## src/rtl/ocp_pkg.sv

```systemverilog
package ocp_pkg;
  typedef enum logic [1:0] {
    OVP_IDLE = 2'd0,
    OVP_SINK = 2'd1,
    OVP_HOLD = 2'd2
  } ovp_phase_e;
endpackage

```

## src/rtl/ocp_fault_counter.sv

```systemverilog
module ocp_fault_counter #(
  parameter int LIMIT = 10,
  parameter int CW    = $clog2(LIMIT + 1)
) (
  input  logic          clk,
  input  logic          rst_n,
  input  logic          clr,
  input  logic          inc,
  output logic [CW-1:0] cnt
);
  localparam logic [CW-1:0] TOP = CW'(LIMIT);

  always_ff @(posedge clk or negedge rst_n) begin
    if (!rst_n)                 cnt <= '0;
    else if (clr)               cnt <= '0;
    else if (inc && cnt != TOP) cnt <= cnt + 1'b1;
  end


  cnt_sat_chk: assert property (@(posedge clk) disable iff (!rst_n) cnt <= TOP);
endmodule

```

## src/rtl/ocp_hiccup_timer.sv

```systemverilog
module ocp_hiccup_timer #(
  parameter int TICKS = 4096
) (
  input  logic clk,
  input  logic rst_n,
  input  logic start,
  input  logic tick,
  output logic active,
  output logic done
);
  localparam int TW = (TICKS > 2) ? $clog2(TICKS) : 1;
  localparam logic [TW-1:0] LAST = TW'(TICKS - 1);

  logic [TW-1:0] tcnt;

  assign done = active && tick && (tcnt == LAST);

  always_ff @(posedge clk or negedge rst_n) begin
    if (!rst_n) begin
      active <= 1'b0;
      tcnt   <= '0;
    end else if (!active) begin
      if (start) begin
        active <= 1'b1;
        tcnt   <= '0;
      end
    end else if (tick) begin
      if (tcnt == LAST) begin
        active <= 1'b0;
        tcnt   <= '0;
      end else begin
        tcnt <= tcnt + 1'b1;
      end
    end
  end


  tcnt_range_chk: assert property (@(posedge clk) disable iff (!rst_n) tcnt <= LAST);
endmodule

```

## src/rtl/ocp_ov_latch.sv

```systemverilog
module ocp_ov_latch
  import ocp_pkg::*;
(
  input  logic       clk,
  input  logic       rst_n,
  input  logic       ov_hit,
  input  logic       sink_over,
  input  logic       ov_clear,
  input  logic       blocked,
  output ovp_phase_e phase
);
  always_ff @(posedge clk or negedge rst_n) begin
    if (!rst_n) phase <= OVP_IDLE;
    else begin
      unique case (phase)
        OVP_IDLE: if (ov_hit && !blocked) phase <= OVP_SINK;
        OVP_SINK: if (sink_over)          phase <= OVP_HOLD;
        OVP_HOLD: if (ov_clear)           phase <= OVP_IDLE;
        default:                          phase <= OVP_IDLE;
      endcase
    end
  end


  ov_hold_path_chk: assert property (@(posedge clk) disable iff (!rst_n)
    (phase == OVP_HOLD) |-> ($past(phase) inside {OVP_SINK, OVP_HOLD}));
endmodule

```

## src/rtl/ocp_hiccup_ctrl.sv

```systemverilog
module ocp_hiccup_ctrl
  import ocp_pkg::*;
#(
  parameter int OC_LIMIT     = 10,
  parameter int HICCUP_TICKS = 4096
) (
  input  logic clk,
  input  logic rst_n,
  input  logic cycle_tick,
  input  logic peak_trip,
  input  logic ls_src_over,
  input  logic ls_sink_over,
  input  logic ov_hit,
  input  logic ov_clear,
  input  logic ss_done,
  output logic hs_on,
  output logic ls_on,
  output logic ss_restart,
  output logic hiccup
);
  localparam int CW = $clog2(OC_LIMIT + 1);
  localparam logic [CW-1:0] NEAR = CW'(OC_LIMIT - 1);

  logic [CW-1:0] oc_cnt;
  logic          cnt_inc, cnt_clr, hic_start, hic_done, hic_active;
  logic          trip_seen, trip_d, hs_d, ls_d, ov_go;
  ovp_phase_e    ov_phase;

  ocp_fault_counter #(.LIMIT(OC_LIMIT), .CW(CW)) u_cnt (
    .clk(clk), .rst_n(rst_n), .clr(cnt_clr), .inc(cnt_inc), .cnt(oc_cnt));

  ocp_hiccup_timer #(.TICKS(HICCUP_TICKS)) u_tmr (
    .clk(clk), .rst_n(rst_n), .start(hic_start), .tick(cycle_tick),
    .active(hic_active), .done(hic_done));

  ocp_ov_latch u_ov (
    .clk(clk), .rst_n(rst_n), .ov_hit(ov_hit), .sink_over(ls_sink_over),
    .ov_clear(ov_clear), .blocked(hic_active), .phase(ov_phase));

  assign ov_go  = ov_hit && (ov_phase == OVP_IDLE) && !hic_active;
  assign hiccup = hic_active;

  always_comb begin
    cnt_inc   = 1'b0;
    cnt_clr   = 1'b0;
    hic_start = 1'b0;
    hs_d      = hs_on;
    ls_d      = ls_on;
    trip_d    = trip_seen;
    if (hic_active) begin
      hs_d = 1'b0; ls_d = 1'b0; trip_d = 1'b0;
      cnt_clr = hic_done;
    end else if (ov_go) begin
      hs_d = 1'b0; ls_d = 1'b1; trip_d = 1'b0;
    end else if (ov_phase == OVP_SINK) begin
      hs_d = 1'b0; ls_d = !ls_sink_over;
    end else if (ov_phase == OVP_HOLD) begin
      hs_d = 1'b0; ls_d = 1'b0;
    end else if (cycle_tick) begin
      trip_d = 1'b0;
      if (ls_src_over) begin
        cnt_inc = 1'b1;
        hs_d = 1'b0; ls_d = 1'b1;
        if (oc_cnt == NEAR) begin
          hic_start = 1'b1; ls_d = 1'b0;
        end
      end else begin
        cnt_clr = !trip_seen;
        hs_d = 1'b1; ls_d = 1'b0;
      end
    end else if (peak_trip && hs_on) begin
      cnt_inc = 1'b1; trip_d = 1'b1;
      hs_d = 1'b0; ls_d = 1'b1;
      if (oc_cnt == NEAR) begin
        hic_start = 1'b1; ls_d = 1'b0;
      end
    end else if (ls_sink_over && ls_on) begin
      hs_d = 1'b0; ls_d = 1'b0;
    end
  end

  always_ff @(posedge clk or negedge rst_n) begin
    if (!rst_n) begin
      hs_on      <= 1'b0;
      ls_on      <= 1'b0;
      trip_seen  <= 1'b0;
      ss_restart <= 1'b1;
    end else begin
      hs_on     <= hs_d;
      ls_on     <= ls_d;
      trip_seen <= trip_d;
      if (hic_done)                  ss_restart <= 1'b1;
      else if (ss_done && !hic_active) ss_restart <= 1'b0;
    end
  end


  no_shoot_through_chk: assert property (@(posedge clk) disable iff (!rst_n)
    !(hs_on && ls_on));

  hiccup_off_chk: assert property (@(posedge clk) disable iff (!rst_n)
    hiccup |-> (!hs_on && !ls_on));

  retry_req_chk: assert property (@(posedge clk) disable iff (!rst_n)
    $fell(hiccup) |-> ss_restart);

  ov_hold_off_chk: assert property (@(posedge clk) disable iff (!rst_n)
    (ov_phase == OVP_HOLD) |-> !hs_on);

  ov_freeze_chk: assert property (@(posedge clk) disable iff (!rst_n)
    ($past(ov_phase) == OVP_SINK && ov_phase == OVP_SINK) |-> $stable(oc_cnt));
endmodule

```

## config.mk

```make
export PLATFORM = sky130hd
export DESIGN_NAME = ocp_hiccup_ctrl
export DESIGN_NICKNAME = d
export VERILOG_FILES = /design/src/rtl/ocp_pkg.sv /design/src/rtl/ocp_fault_counter.sv /design/src/rtl/ocp_hiccup_timer.sv /design/src/rtl/ocp_ov_latch.sv /design/src/rtl/ocp_hiccup_ctrl.sv
export SDC_FILE = /design/constraint.sdc
export NUM_CORES = 1
export LEC_CHECK = 0
export BUFFER_PORTS_ARGS = -buffer_cell sky130_fd_sc_hd__buf_2
export CAP_MARGIN = 30
export CORE_MARGIN = 1
export CORE_UTILIZATION = 35
export DETAILED_ROUTE_END_ITERATION = 16
export GPL_ROUTABILITY_DRIVEN = 0
export HOLD_SLACK_MARGIN = 0.06
export PLACE_DENSITY = 0.49
export SLEW_MARGIN = 30
export SYNTH_ARGS = -nofsm -noshare
export SYNTH_HDL_FRONTEND = slang
export SYNTH_HIERARCHICAL = 1
export SYNTH_SLANG_ARGS = --single-unit
export TNS_END_PERCENT = 20
```

## constraint.sdc

```tcl
create_clock -name clk -period 6.4 [get_ports clk]
set_clock_uncertainty 0.15 [all_clocks]
set_input_delay 0.32 -clock clk [delete_from_list [all_inputs] [get_ports clk]]
set_output_delay 0.32 -clock clk [all_outputs]
set_load 0.05 [all_outputs]
```

# After elaboration in Yosys (flattened, before gate mapping)
# Index checks and enable logic that the tools add are counted.
# Widths: inputs -> output; s select.
# word_totals
in_bits,9
register_bits,23
# op_classes
mux,59
n_eq_ne,11
n_reduce_logical,21
n_addsub,2
# op_table
cell,count
$mux 1,49
$mux 12,4
$add 12x1->12 const B,1
$eq 12x12->1 const B,1
$logic_and 1x1->1,9
$mux 4,2
$reduce_bool 7->1,1
$mux 2,3
$ne 2x2->1 const B,3
$ne 3x2->1 const B,2
$pmux 2 s3,1
$reduce_and 3->1,2
$reduce_bool 2->1,3
$add 4x1->4 const B,1
$eq 4x4->1 const B,1
$ne 4x4->1 const B,1
$reduce_bool 4->1,1
$logic_not 1->1,3
$eq 2x1->1 const B,1
$eq 2x2->1 const B,1
$logic_not 2->1,1
$ne 2x1->1 const B,1
$reduce_and 2->1,1

# Depth between registers and ports, before layout
# Gate-level depths: netlist of the first run.
# depth
depth_word,10
ltp_mapped,9
mapped_depth_nobuf,8

# Hierarchy
# Netlist of the first run, hierarchy kept.
# modules_own_cells
module,cells_per_inst,area_each_um2,seq_area_each_um2,n_inst
ocp_hiccup_timer,79,758.2,325.3,1
ocp_hiccup_ctrl,38,344.1,101.3,1
ocp_fault_counter,22,232.7,100.1,1
ocp_ov_latch,8,90.1,50.0,1

# Worst setup path after synthesis of the first run
# Ideal clock, no wire load.
# synth_timing
path_type,reg2reg
start,register u_tmr.active
end,register u_cnt.cnt[1]
required_time_ps,6125
synth_period_minus_slack_ps,2261
stages_incl_launch_ff,6
t_arrival_ps,1986
path_slack_ps,4139
path_cell_list,dfrtp_1 -> buf_2 -> or4b_4 -> o21ai_1 -> nor2b_1 -> mux2_4
# synth_rtl
element,line_no,rtl
"start, declared",ocp_hiccup_timer.sv:8,"output logic active,"
"start signal, assigned",ocp_hiccup_timer.sv:20,active <= 1'b0;
"start signal, assigned",ocp_hiccup_timer.sv:24,active <= 1'b1;
"start signal, assigned",ocp_hiccup_timer.sv:29,active <= 1'b0;
$logic_not 1->1,ocp_hiccup_ctrl.sv:40,assign ov_go = ov_hit && (ov_phase == OVP_IDLE) && !hic_active;
$logic_and 1x1->1,ocp_hiccup_ctrl.sv:40,
$mux 1,ocp_hiccup_ctrl.sv:53,end else if (ov_go) begin
$mux 1 *,ocp_hiccup_ctrl.sv:50,if (hic_active) begin
named net cnt_clr,ocp_hiccup_ctrl.sv:25,"logic cnt_inc, cnt_clr, hic_start, hic_done, hic_active;"
$mux 4 or $reduce_bool 2->1 (tied branches),-,
"end signal, assigned",ocp_fault_counter.sv:16,else if (inc && cnt != TOP) cnt <= cnt + 1'b1;
"end, declared",ocp_fault_counter.sv:9,output logic [CW-1:0] cnt
# Mark *: on every way through the listed nets, which the timed path passes. The rest lies on a longest branch.
# A chain may end at the register's enable or synchronous reset.

# Worst setup path after layout of the first run
# layout_timing
start,register u_ov.phase[0]
end,register u_tmr.tcnt[9]
# layout_via
elab_chain_cells,7
# layout_lines
element,line_no,rtl
"start, declared",ocp_ov_latch.sv:10,output ovp_phase_e phase
"start signal, assigned",ocp_ov_latch.sv:13,if (!rst_n) phase <= OVP_IDLE;
"start signal, assigned",ocp_ov_latch.sv:16,OVP_IDLE: if (ov_hit && !blocked) phase <= OVP_SINK;
"start signal, assigned",ocp_ov_latch.sv:17,OVP_SINK: if (sink_over) phase <= OVP_HOLD;
$eq 2x2->1 or $logic_not 2->1 (tied branches),"ocp_hiccup_ctrl.sv:57, ocp_hiccup_ctrl.sv:40",
$mux 1 or $logic_and 1x1->1 (tied branches),"ocp_hiccup_ctrl.sv:57, ocp_hiccup_ctrl.sv:40",
$mux 1 or $logic_and 1x1->1 (tied branches),"ocp_hiccup_ctrl.sv:55, ocp_hiccup_ctrl.sv:40",
$mux 1 *,ocp_hiccup_ctrl.sv:53,
$mux 1 *,ocp_hiccup_ctrl.sv:50,
named net hic_start,ocp_hiccup_ctrl.sv:25,
$reduce_bool 2->1 (no line) *,-,
$reduce_and 2->1 (no line) *,-,
"end signal, assigned",ocp_hiccup_timer.sv:32,tcnt <= tcnt + 1'b1;
"end, declared",ocp_hiccup_timer.sv:14,logic [TW-1:0] tcnt;
# Marks and branches as above.

==> out/qor.yml, run 1 <==
clkPwrFrac_pct: 19.9
p_per_area_nw_per_um2: 288
sw_frac_of_total_pct: 36.4
min_from: "ov_clear"
diodes: 0
final_cells: 205
wire_per_inst_um: 14.3
whs_endpoint: "u_ov/phase[1]"
ys_async_sr_fraction_pct: 100
cts_buffers: 3
drc: 0
period_share_pct: 38.6
grt_max_degree: 24
pre_cts_slack_ps: 3950
synthesis.nets: 159
std_cell_rows: 22
rsz0062_at_grt: "false"
first_pass_iters: 4
cts.sinks: 23
die_h_um: 65.8
timing.rr.end: "u_tmr/tcnt[9]"
ir_worst_vdd_uv: 107
p_total_uw: 445
maxSlewHeadroom_pct: 51.6
p_switching_uw: 162
worst_slack_ps: 3930
tns_ps: 0
layout-drive-gt1-share_pct: 20.4
grt_pass1_wl_mm: 5.24
yosysSeqAreaShare_pct: 40.5
postRouteAntennaNets: 0
hold_viol: 0
timing.fmax_mhz: 405
synth-main-ff-cell: "dfrtp_1"
die_w_um: 65.8
io_buffer_count: 12
synth-edff-count: 0
grt_pass1_vias: 1105
die-area_um2: 4330
r2r_cells: 7
htreeDepth: 1
grt_overflow: 0
cts_tree: "done"
post-route-min-period_ps: 2470
antenna_found_initial: 0
io_pins: 13
avgSynthCellArea_um2: 9.69
slew_viol_final: 0
nets: 170
power_leakage_uw: 0.000663
crit_fanout: 13
path_class: "reg2reg"
cts_setup_buffers: 0
r2r_slack_ps: 3930
fin_util_pct: 41.0
core_area_um2: 3770
p_int_uw: 283
wl_mm: 2.94
cp-start-kind: "flop"
cap_violations: 0
power.share.sequential_pct: 49.8
setup_viol: 0
clock_path_buffers: 2
yosysUniqueCellTypes: 56
hold_depth: 3
syn_area_um2: 1430
vias_per_cell: 5.45
cts_root_buf: "clkbuf_8"
dp.cells: 200
cts_resized: 0
clock_latency_ps: 260
path_clk_slew_ps: 80
gr-usage-all-layers_pct: 15.9
cp.required_ps: 6400
start_util_pct: 37.8
p_comb_share_pct: 30.3
status: "finished clean"
reg2reg_from: "u_ov/phase[0]"
worst_slew_pin_slew_ps: 720
area_growth_pct: 8.52
synthesis.instances: 147
drtIter0Drc: 68
hpwlAfterDp_mm: 2.04
cp-end-kind: "flop"
num_vias: 1118
cp.arrival_ps: 2470
hold_class: "in2reg"
yosysWarnings: 6
synth_seq_cells: 23
Yosys cell counts (2+ instances only):
library cell	n	area share, %
and3_1	3	1.3
dfrtp_1	22	39
o21ai_1	3	1.1
or3_1	2	0.88
or3b_1	4	2.5
o31ai_1	2	1.1
inv_1	3	0.79
nand2_1	17	4.5
buf_6	3	2.4
a21boi_0	2	1.1
nand4_1	6	2.6
nand3_1	4	1.4
buf_2	4	1.4
ha_1	3	2.6
mux2_4	2	2.1
o21ai_0	10	3.5
nor2b_1	3	1.3
a31oi_1	3	1.3
nand2b_1	3	1.3
nor2_1	7	1.8
a21oi_1	4	1.4
a21oi_2	3	1.8
cell usage in the layout (no fill, tap or decap), types with 3 or more instances in the layout:
cell	instances
nor2b_1	3
nand2b_1	3
and3_1	3
dfrtp_1	22
nand4_1	6
o21ai_0	10
a31oi_1	3
a21oi_1	4
o21ai_1	3
nand3_1	4
nor2_1	7
ha_1	3
nand2_1	17
inv_1	3
a21oi_2	3
clkbuf_8	3
or3b_1	4
buf_2	12
kinds of logic after synthesis:
kind of cell / count (synthesis) / synth area share (%)
AO/OA/AOI/OAI: 42 / 20.7
AND/OR/NAND/NOR: 63 / 26.5
flip-flops: 23 / 40.5
XOR/XNOR: 2 / 1.23
buffers and inverters: 10 / 4.57
adder cells (fa/ha/maj): 3 / 2.63
multiplexers: 4 / 3.86
layer usage:
| metal | up-vias | wire length (µm) | track usage (%) |
|---|---|---|---|
| li1 | 569 | - | - |
| met1 | 528 | 1550 | 21.7 |
| met2 | 19 | 1270 | 25.0 |
| met3 | 2 | 94 | 2.59 |
| met4 | 0 | 23 | 5.71 |
| met5 | - | 0 | 0 |
power groups by stage:
stage	logic, µW	clock network [µW]	registers (µW)
3_3_place_gp	129	0	221
5_1_grt	152	100	228
2_1_floorplan	118	0	215
3_5_place_dp	134	0	223
6_report	135	88.8	222
4_1_cts	135	93.0	221
registers in the layout (all words and copies together), names as in the netlist:
| signal | count |
|---|---|
| ls_on | 1 |
| u_tmr/tcnt | 12 |
| hs_on | 1 |
| u_cnt/cnt | 4 |
| u_ov/phase | 2 |
| ss_restart | 1 |
| trip_seen | 1 |
| u_tmr/active | 1 |
worst max-delay path by stage:
stage / from / end / slack (ps)
after floorplan: u_tmr/active / u_cnt/cnt[1] / 4140
after global placement: u_ov/phase[0] / u_tmr/tcnt[9] / 3990
after detailed placement: u_ov/phase[0] / u_tmr/tcnt[9] / 3950
after CTS: u_ov/phase[0] / u_tmr/tcnt[9] / 3910
after global routing: u_ov/phase[0] / u_tmr/tcnt[9] / 3760
final: u_ov/phase[0] / u_tmr/tcnt[9] / 3930
layout make-up:
type                       instances  area [µm²]
clock buffer                       4        45.0
fill                             356        2220
inverter                           3        11.3
multi-input combinational        114         783
sequential                        23         577
tap                               48        60.1
timing repair buffer              13        70.1
worst max-delay path, stage by stage, from the launching register on:
cell and delay, ps:
dfrtp_1 550, nor3_4 230, a21oi_2 60, nor4_1 660, mux2i_2 310, nand2_1 140
o31ai_1 70, a31o_1 180
metrics by stage:
step                hold slack [ps]  cell area, µm²
global placement                174            1490
floorplan                      -126            1430
finish                          166            1550
detailed placement              186            1490
CTS                             162            1550
global route                    198            1550
timing repair:
action	4_1_cts	5_1_grt
setup endpoints to repair	0	0
hold buffers	1	0
hold endpoints to repair	22	0
Note: power is estimated with default switching activity, not from simulation.
==> inputs of run 2 (changes only) <==
==> constraint.sdc (replaced) <==
create_clock -name clk -period 2.33 [get_ports clk]
set_clock_uncertainty 0.15 [all_clocks]
set_input_delay 0.1165 -clock clk [delete_from_list [all_inputs] [get_ports clk]]
set_output_delay 0.1165 -clock clk [all_outputs]
set_load 0.05 [all_outputs]
==> out/qor.yml, run 2 (synthesized netlist as in run 1, its figures left out) <==
status: "finished clean"  # unchanged
wl_mm: 3.06  # was 2.94 mm
cp-end-kind: "flop"  # unchanged
core_area_um2: 3770  # unchanged
setup_viol: 0  # unchanged
die_w_um: 65.8  # unchanged
fin_area_um2: 1650  # was 1550 µm²
p_int_uw: 804  # was 283 µW
grt_max_degree: 24  # unchanged
grt_busiest_layer: "met2"  # unchanged
worst_slew_pin_slew_ps: 525  # was 720 ps
layout-drive-gt1-share_pct: 24.4  # was 20.4%
cap_violations: 0  # unchanged
antenna_found_initial: 0  # unchanged
htreeDepth: 1  # unchanged
clock_path_buffers: 2  # unchanged
p_per_area_nw_per_um2: 766  # was 288 nW/µm²
p_total_uw: 1260  # was 445 µW
grt_use_met2_pct: 26.3  # was 25.0%
vias_per_cell: 5.40  # was 5.45
worst_hold_slack_ps: 69.2  # was 166 ps
slew_viol_final: 0  # unchanged
cts_buffers: 3  # unchanged
rsz0062_at_grt: "false"  # unchanged
die_h_um: 65.8  # unchanged
gr-usage-all-layers_pct: 16.2  # was 15.9%
p_switching_uw: 457  # was 162 µW
wire_per_inst_um: 14.1  # was 14.3 µm
reg.largest.list: "u_tmr/tcnt: 12 flops, u_cnt/cnt: 4 flops, u_ov/phase: 2 flops"  # unchanged
clock_latency_ps: 270  # was 260 ps
start_util_pct: 37.8  # unchanged
top_register: "u_tmr/tcnt"  # unchanged
grt_overflow: 0  # unchanged
cts.sinks: 23  # unchanged
clkPwrFrac_pct: 20.4  # was 19.9%
final_common_cell: "dfrtp_1"  # unchanged
power_leakage_uw: 0.000720  # was 0.000663 µW
path_clk_slew_ps: 90  # was 80 ps
cp-start-kind: "flop"  # unchanged
nets: 181  # was 170
gr-usage-met1_pct: 21.7  # about the same
register_area_um2: 577  # unchanged
io_pins: 13  # unchanged
globalRouteMet3Util_pct: 2.59  # unchanged
hpwlAfterDp_mm: 2.22  # was 2.04 mm
power.share.sequential_pct: 46.2  # was 49.8%
io_buffer_count: 12  # unchanged
maxSlewHeadroom_pct: 65.0  # was 51.6%
fin_util_pct: 43.7  # was 41.0%
placed_area_um2: 1540  # was 1490 µm²
cts_tree: "done"  # unchanged
tns_ps: 0  # unchanged
crit_fanout: 11  # was 13
postRouteAntennaNets: 0  # unchanged
hold_viol: 0  # unchanged
p_comb_share_pct: 33.4  # was 30.3%
timing.fmax_mhz: 454  # was 405 MHz
hold_class: "in2reg"  # unchanged
drc: 0  # unchanged
ir_worst_vdd_uv: 326  # was 107 µV
grt_pass1_vias: 1194  # was 1105
path_class: "reg2reg"  # unchanged
cp.arrival_ps: 2210  # was 2470 ps
cts_root_buf: "clkbuf_8"  # unchanged
area_growth_pct: 15.5  # was 8.52%
diodes: 0  # unchanged
fillers: 376  # was 356
period_share_pct: 94.5  # was 38.6%
drtIter0Drc: 56  # was 68
cts_setup_buffers: 0  # unchanged
sw_frac_of_total_pct: 36.2  # was 36.4%
post-route-min-period_ps: 2200  # was 2470 ps
final_cell_mix: "dfrtp_1, nand2_1, buf_2, o21ai_0"  # was dfrtp_1, nand2_1, buf_2, o21ai_0, nor2_1
std_cell_rows: 22  # unchanged
largest_reg_flops: 12  # unchanged
multiInputGateArea_um2: 787  # was 783 µm²
num_vias: 1166  # was 1118
first_pass_iters: 4  # unchanged
cp.required_ps: 2340  # was 6400 ps
grt_pass1_wl_mm: 5.35  # was 5.24 mm
die-area_um2: 4330  # unchanged
==> run 2: cell types whose count changed in the layout (fill, tap and decap cells not counted), sizes merged <==
cell	previous run	this run
clkbuf	4	3
clkinvlp	0	1
dlygate4sd3	1	5
buf	12	19
==> run 2: worst max-delay path: stages, from the launching register on <==
cell     delay, ps
dfrtp_1        530
nor3_4         240
a21oi_2         70
or4b_4         510
o21ai_2        240
nor2b_1         80
mux2_4         270
==> run 2: final timing paths <==
check,from,to,slack [ps],cells past startpoint
setup / recovery,u_ov/phase[1],u_cnt/cnt[1],130,6
hold / removal,peak_trip,trip_seen,70,3
setup reg to reg,u_ov/phase[1],u_cnt/cnt[1],130,6
hold reg to reg,u_tmr/tcnt[8],u_tmr/tcnt[8],350,1
max in group asynchronous,rst_n,u_tmr/tcnt[9],1470,2
min in group asynchronous,rst_n,u_ov/phase[0],200,2
==> run 2: final cells by class <==
class | instances | share of cell area (%)
sequential | 23 | 35.0
tap | 48 | 3.65
timing repair buffer | 24 | 9.88
multi-input combinational | 114 | 47.8
clock buffer | 3 | 2.51
inverter | 3 | 0.684
clock inverter | 1 | 0.456
==> run 2: stage by stage <==
| stage | instances | setup slack, ps |
|---|---|---|
| floorplan | 147 | 68.8 |
| finish | 216 | 129 |
| global route | 216 | 2.27 |
| CTS | 216 | 10.3 |
| detailed placement | 207 | 30.1 |
| global placement | 207 | 135 |
==> run 2: metal layers <==
| metal | wire, µm | part of all wire, % |
|---|---|---|
| met1 | 1580 | 52 |
| met2 | 1400 | 46 |
| met3 | 60 | 2.0 |
| met4 | 22 | 0.72 |
| met5 | 0 | 0 |
==> run 2: power groups by stage <==
stage | registers (µW) | logic (µW) | clock network [µW]
after floorplan | 589 | 324 | 0
after global placement | 584 | 390 | 0
after detailed placement | 592 | 403 | 0
after CTS | 583 | 423 | 276
after global routing | 601 | 471 | 290
final | 583 | 421 | 258
==> run 2: what timing repair did <==
action | CTS | global route
hold buffers | 5 | 0
resized for setup | 0 | 1
endpoints found under the hold margin | 26 | 0
setup endpoints to repair | 0 | 2
==> inputs of run 3 (changes only) <==
--- a/config.mk
+++ b/config.mk
@@ -7,6 +7,7 @@
 export LEC_CHECK = 0
 export BUFFER_PORTS_ARGS = -buffer_cell sky130_fd_sc_hd__buf_2
 export CAP_MARGIN = 30
+export CORE_ASPECT_RATIO = 2
 export CORE_MARGIN = 1
 export CORE_UTILIZATION = 35
 export DETAILED_ROUTE_END_ITERATION = 16
==> out/qor.yml, run 3 (synthesized netlist as in run 1, its figures left out) <==
reg.largest.list: "u_tmr/tcnt: 12 flops, u_cnt/cnt: 4 flops, u_ov/phase: 2 flops"  # unchanged
status: "finished clean"  # unchanged
core_area_um2: 3880  # was 3770 µm²
wire_per_inst_um: 15.1  # was 14.1 µm
power.share.sequential_pct: 45.8  # was 46.2%
largest_reg_flops: 12  # unchanged
clkPwrFrac_pct: 19.5  # was 20.4%
sw_frac_of_total_pct: 35.6  # was 36.2%
min_from: "ov_hit"  # was peak_trip
p_per_area_nw_per_um2: 762  # was 766 nW/µm²
clock_latency_ps: 260  # was 270 ps
cts_resized: 0  # unchanged
cp-start-kind: "flop"  # unchanged
r2r_slack_ps: 160  # was 130 ps
grt_overflow: 0  # unchanged
r2r_cells: 6  # unchanged
antenna_found_initial: 0  # unchanged
worst_slew_pin_slew_ps: 544  # was 525 ps
gr-usage-all-layers_pct: 17.4  # was 16.2%
whs_endpoint: "u_ov/phase[0]"  # was trip_seen
cts.sinks: 23  # unchanged
die-area_um2: 4350  # was 4330 µm²
clock_path_buffers: 2  # unchanged
reg2reg_from: "u_ov/phase[0]"  # was u_ov/phase[1]
cts_buffers: 3  # unchanged
ctsHoldBuffers: 6  # was 5
die_h_um: 92.2  # was 65.8 µm
hold_viol: 0  # unchanged
top_register: "u_tmr/tcnt"  # unchanged
hpwlAfterDp_mm: 2.51  # was 2.22 mm
wl_mm: 3.34  # was 3.06 mm
cts_setup_buffers: 0  # unchanged
setup_viol: 0  # unchanged
diodes: 0  # unchanged
maxSlewHeadroom_pct: 63.0  # was 65.0%
htreeDepth: 1  # unchanged
cp-end-kind: "flop"  # unchanged
hold_class: "in2reg"  # unchanged
drtIter0Drc: 20  # was 56
vias_per_cell: 5.43  # was 5.40
fillers: 410  # was 376
nets: 183  # was 181
cp.required_ps: 2330  # was 2340 ps
p_switching_uw: 451  # was 457 µW
cp.arrival_ps: 2180  # was 2210 ps
cts_tree: "done"  # unchanged
worst_slack_ps: 158  # was 129 ps
final_cell_mix: "dfrtp_1, nand2_1, buf_2, o21ai_0, buf_4"  # was dfrtp_1, nand2_1, buf_2, o21ai_0
tns_ps: 0  # unchanged
std_cell_rows: 32  # was 22
layout-drive-gt1-share_pct: 23.5  # was 24.4%
timing.fmax_mhz: 460  # was 454 MHz
cap_violations: 0  # unchanged
ir_worst_vdd_uv: 430  # was 326 µV
p_comb_share_pct: 34.7  # was 33.4%
rsz0062_at_grt: "false"  # unchanged
die_w_um: 47.1  # was 65.8 µm
path_class: "reg2reg"  # unchanged
power_leakage_uw: 0.000729  # was 0.000720 µW
grt_use_met2_pct: 33.6  # was 26.3%
timing.rr.end: "u_cnt/cnt[0]"  # was u_cnt/cnt[1]
io_buffer_count: 12  # unchanged
crit_fanout: 8  # was 11
postRouteAntennaNets: 0  # unchanged
area_growth_pct: 16.5  # was 15.5%
first_pass_iters: 4  # unchanged
num_vias: 1199  # was 1166
hold_depth: 3  # unchanged
globalRouteMet3Util_pct: 1.97  # was 2.59%
grt_max_degree: 24  # unchanged
drc: 0  # unchanged
post-route-min-period_ps: 2170  # was 2200 ps
grt_busiest_layer: "met2"  # unchanged
period_share_pct: 93.2  # was 94.5%
fin_util_pct: 42.8  # was 43.7%
slew_viol_final: 0  # unchanged
p_int_uw: 815  # was 804 µW
pre_cts_slack_ps: 156  # was 30.1 ps
cts_root_buf: "clkbuf_8"  # unchanged
grt_pass1_vias: 1255  # was 1194
gr-usage-met1_pct: 16.6  # was 21.7%
grt_pass1_wl_mm: 5.43  # was 5.35 mm
io_pins: 13  # unchanged
placed_area_um2: 1560  # was 1540 µm²
start_util_pct: 36.7  # was 37.8%
fin_area_um2: 1660  # was 1650 µm²
path_clk_slew_ps: 80  # was 90 ps
final_common_cell: "dfrtp_1"  # unchanged
run 3: metrics by stage:
stage               total power [µW]  hold slack, ps  std cells
floorplan                        913            -329        147
finish                          1270             103        221
global route                    1350             103        221
global placement                 995           -19.2        211
CTS                             1290            78.0        221
detailed placement              1010           -11.6        211
run 3: layout make-up:
| type | count | area [µm²] | share of cell area [%] |
|---|---|---|---|
| clock buffer | 4 | 45.0 | 2.71 |
| inverter | 3 | 11.3 | 0.678 |
| multi-input combinational | 114 | 783 | 47.2 |
| sequential | 23 | 577 | 34.7 |
| tap | 51 | 63.8 | 3.84 |
| timing repair buffer | 26 | 180 | 10.9 |
run 3: routing by layer:
metal	vias up	share of wire, %
met5	-	0
met3	4	1.4
met2	16	58
li1	590	-
met4	0	1.4
met1	589	39
run 3: power groups by stage:
stage / registers, µW / logic [µW] / clock network [µW]
2_1_floorplan: 589 / 324 / 0
3_3_place_gp: 582 / 413 / 0
3_5_place_dp: 585 / 424 / 0
4_1_cts: 581 / 443 / 264
5_1_grt: 595 / 481 / 277
6_report: 580 / 439 / 247
run 3: worst max-delay path by stage:
stage | cells past startpoint | startpoint | slack [ps] | to
3_3_place_gp | 6 | u_ov/phase[0] | 210 | u_cnt/cnt[1]
6_report | 6 | u_ov/phase[0] | 160 | u_cnt/cnt[0]
3_5_place_dp | 6 | u_ov/phase[0] | 160 | u_cnt/cnt[1]
5_1_grt | 6 | u_ov/phase[0] | 70 | u_cnt/cnt[1]
4_1_cts | 6 | u_ov/phase[0] | 150 | u_cnt/cnt[1]
2_1_floorplan | 5 | u_tmr/active | 70 | u_cnt/cnt[1]
run 3: worst max-delay path, cell delays in order, from the launching register on:
cell     delay [ps]
dfrtp_1         490
nor3_4          200
a21oi_2          60
or4b_4          490
o21ai_1         310
nor2_1           80
mux2_4          280
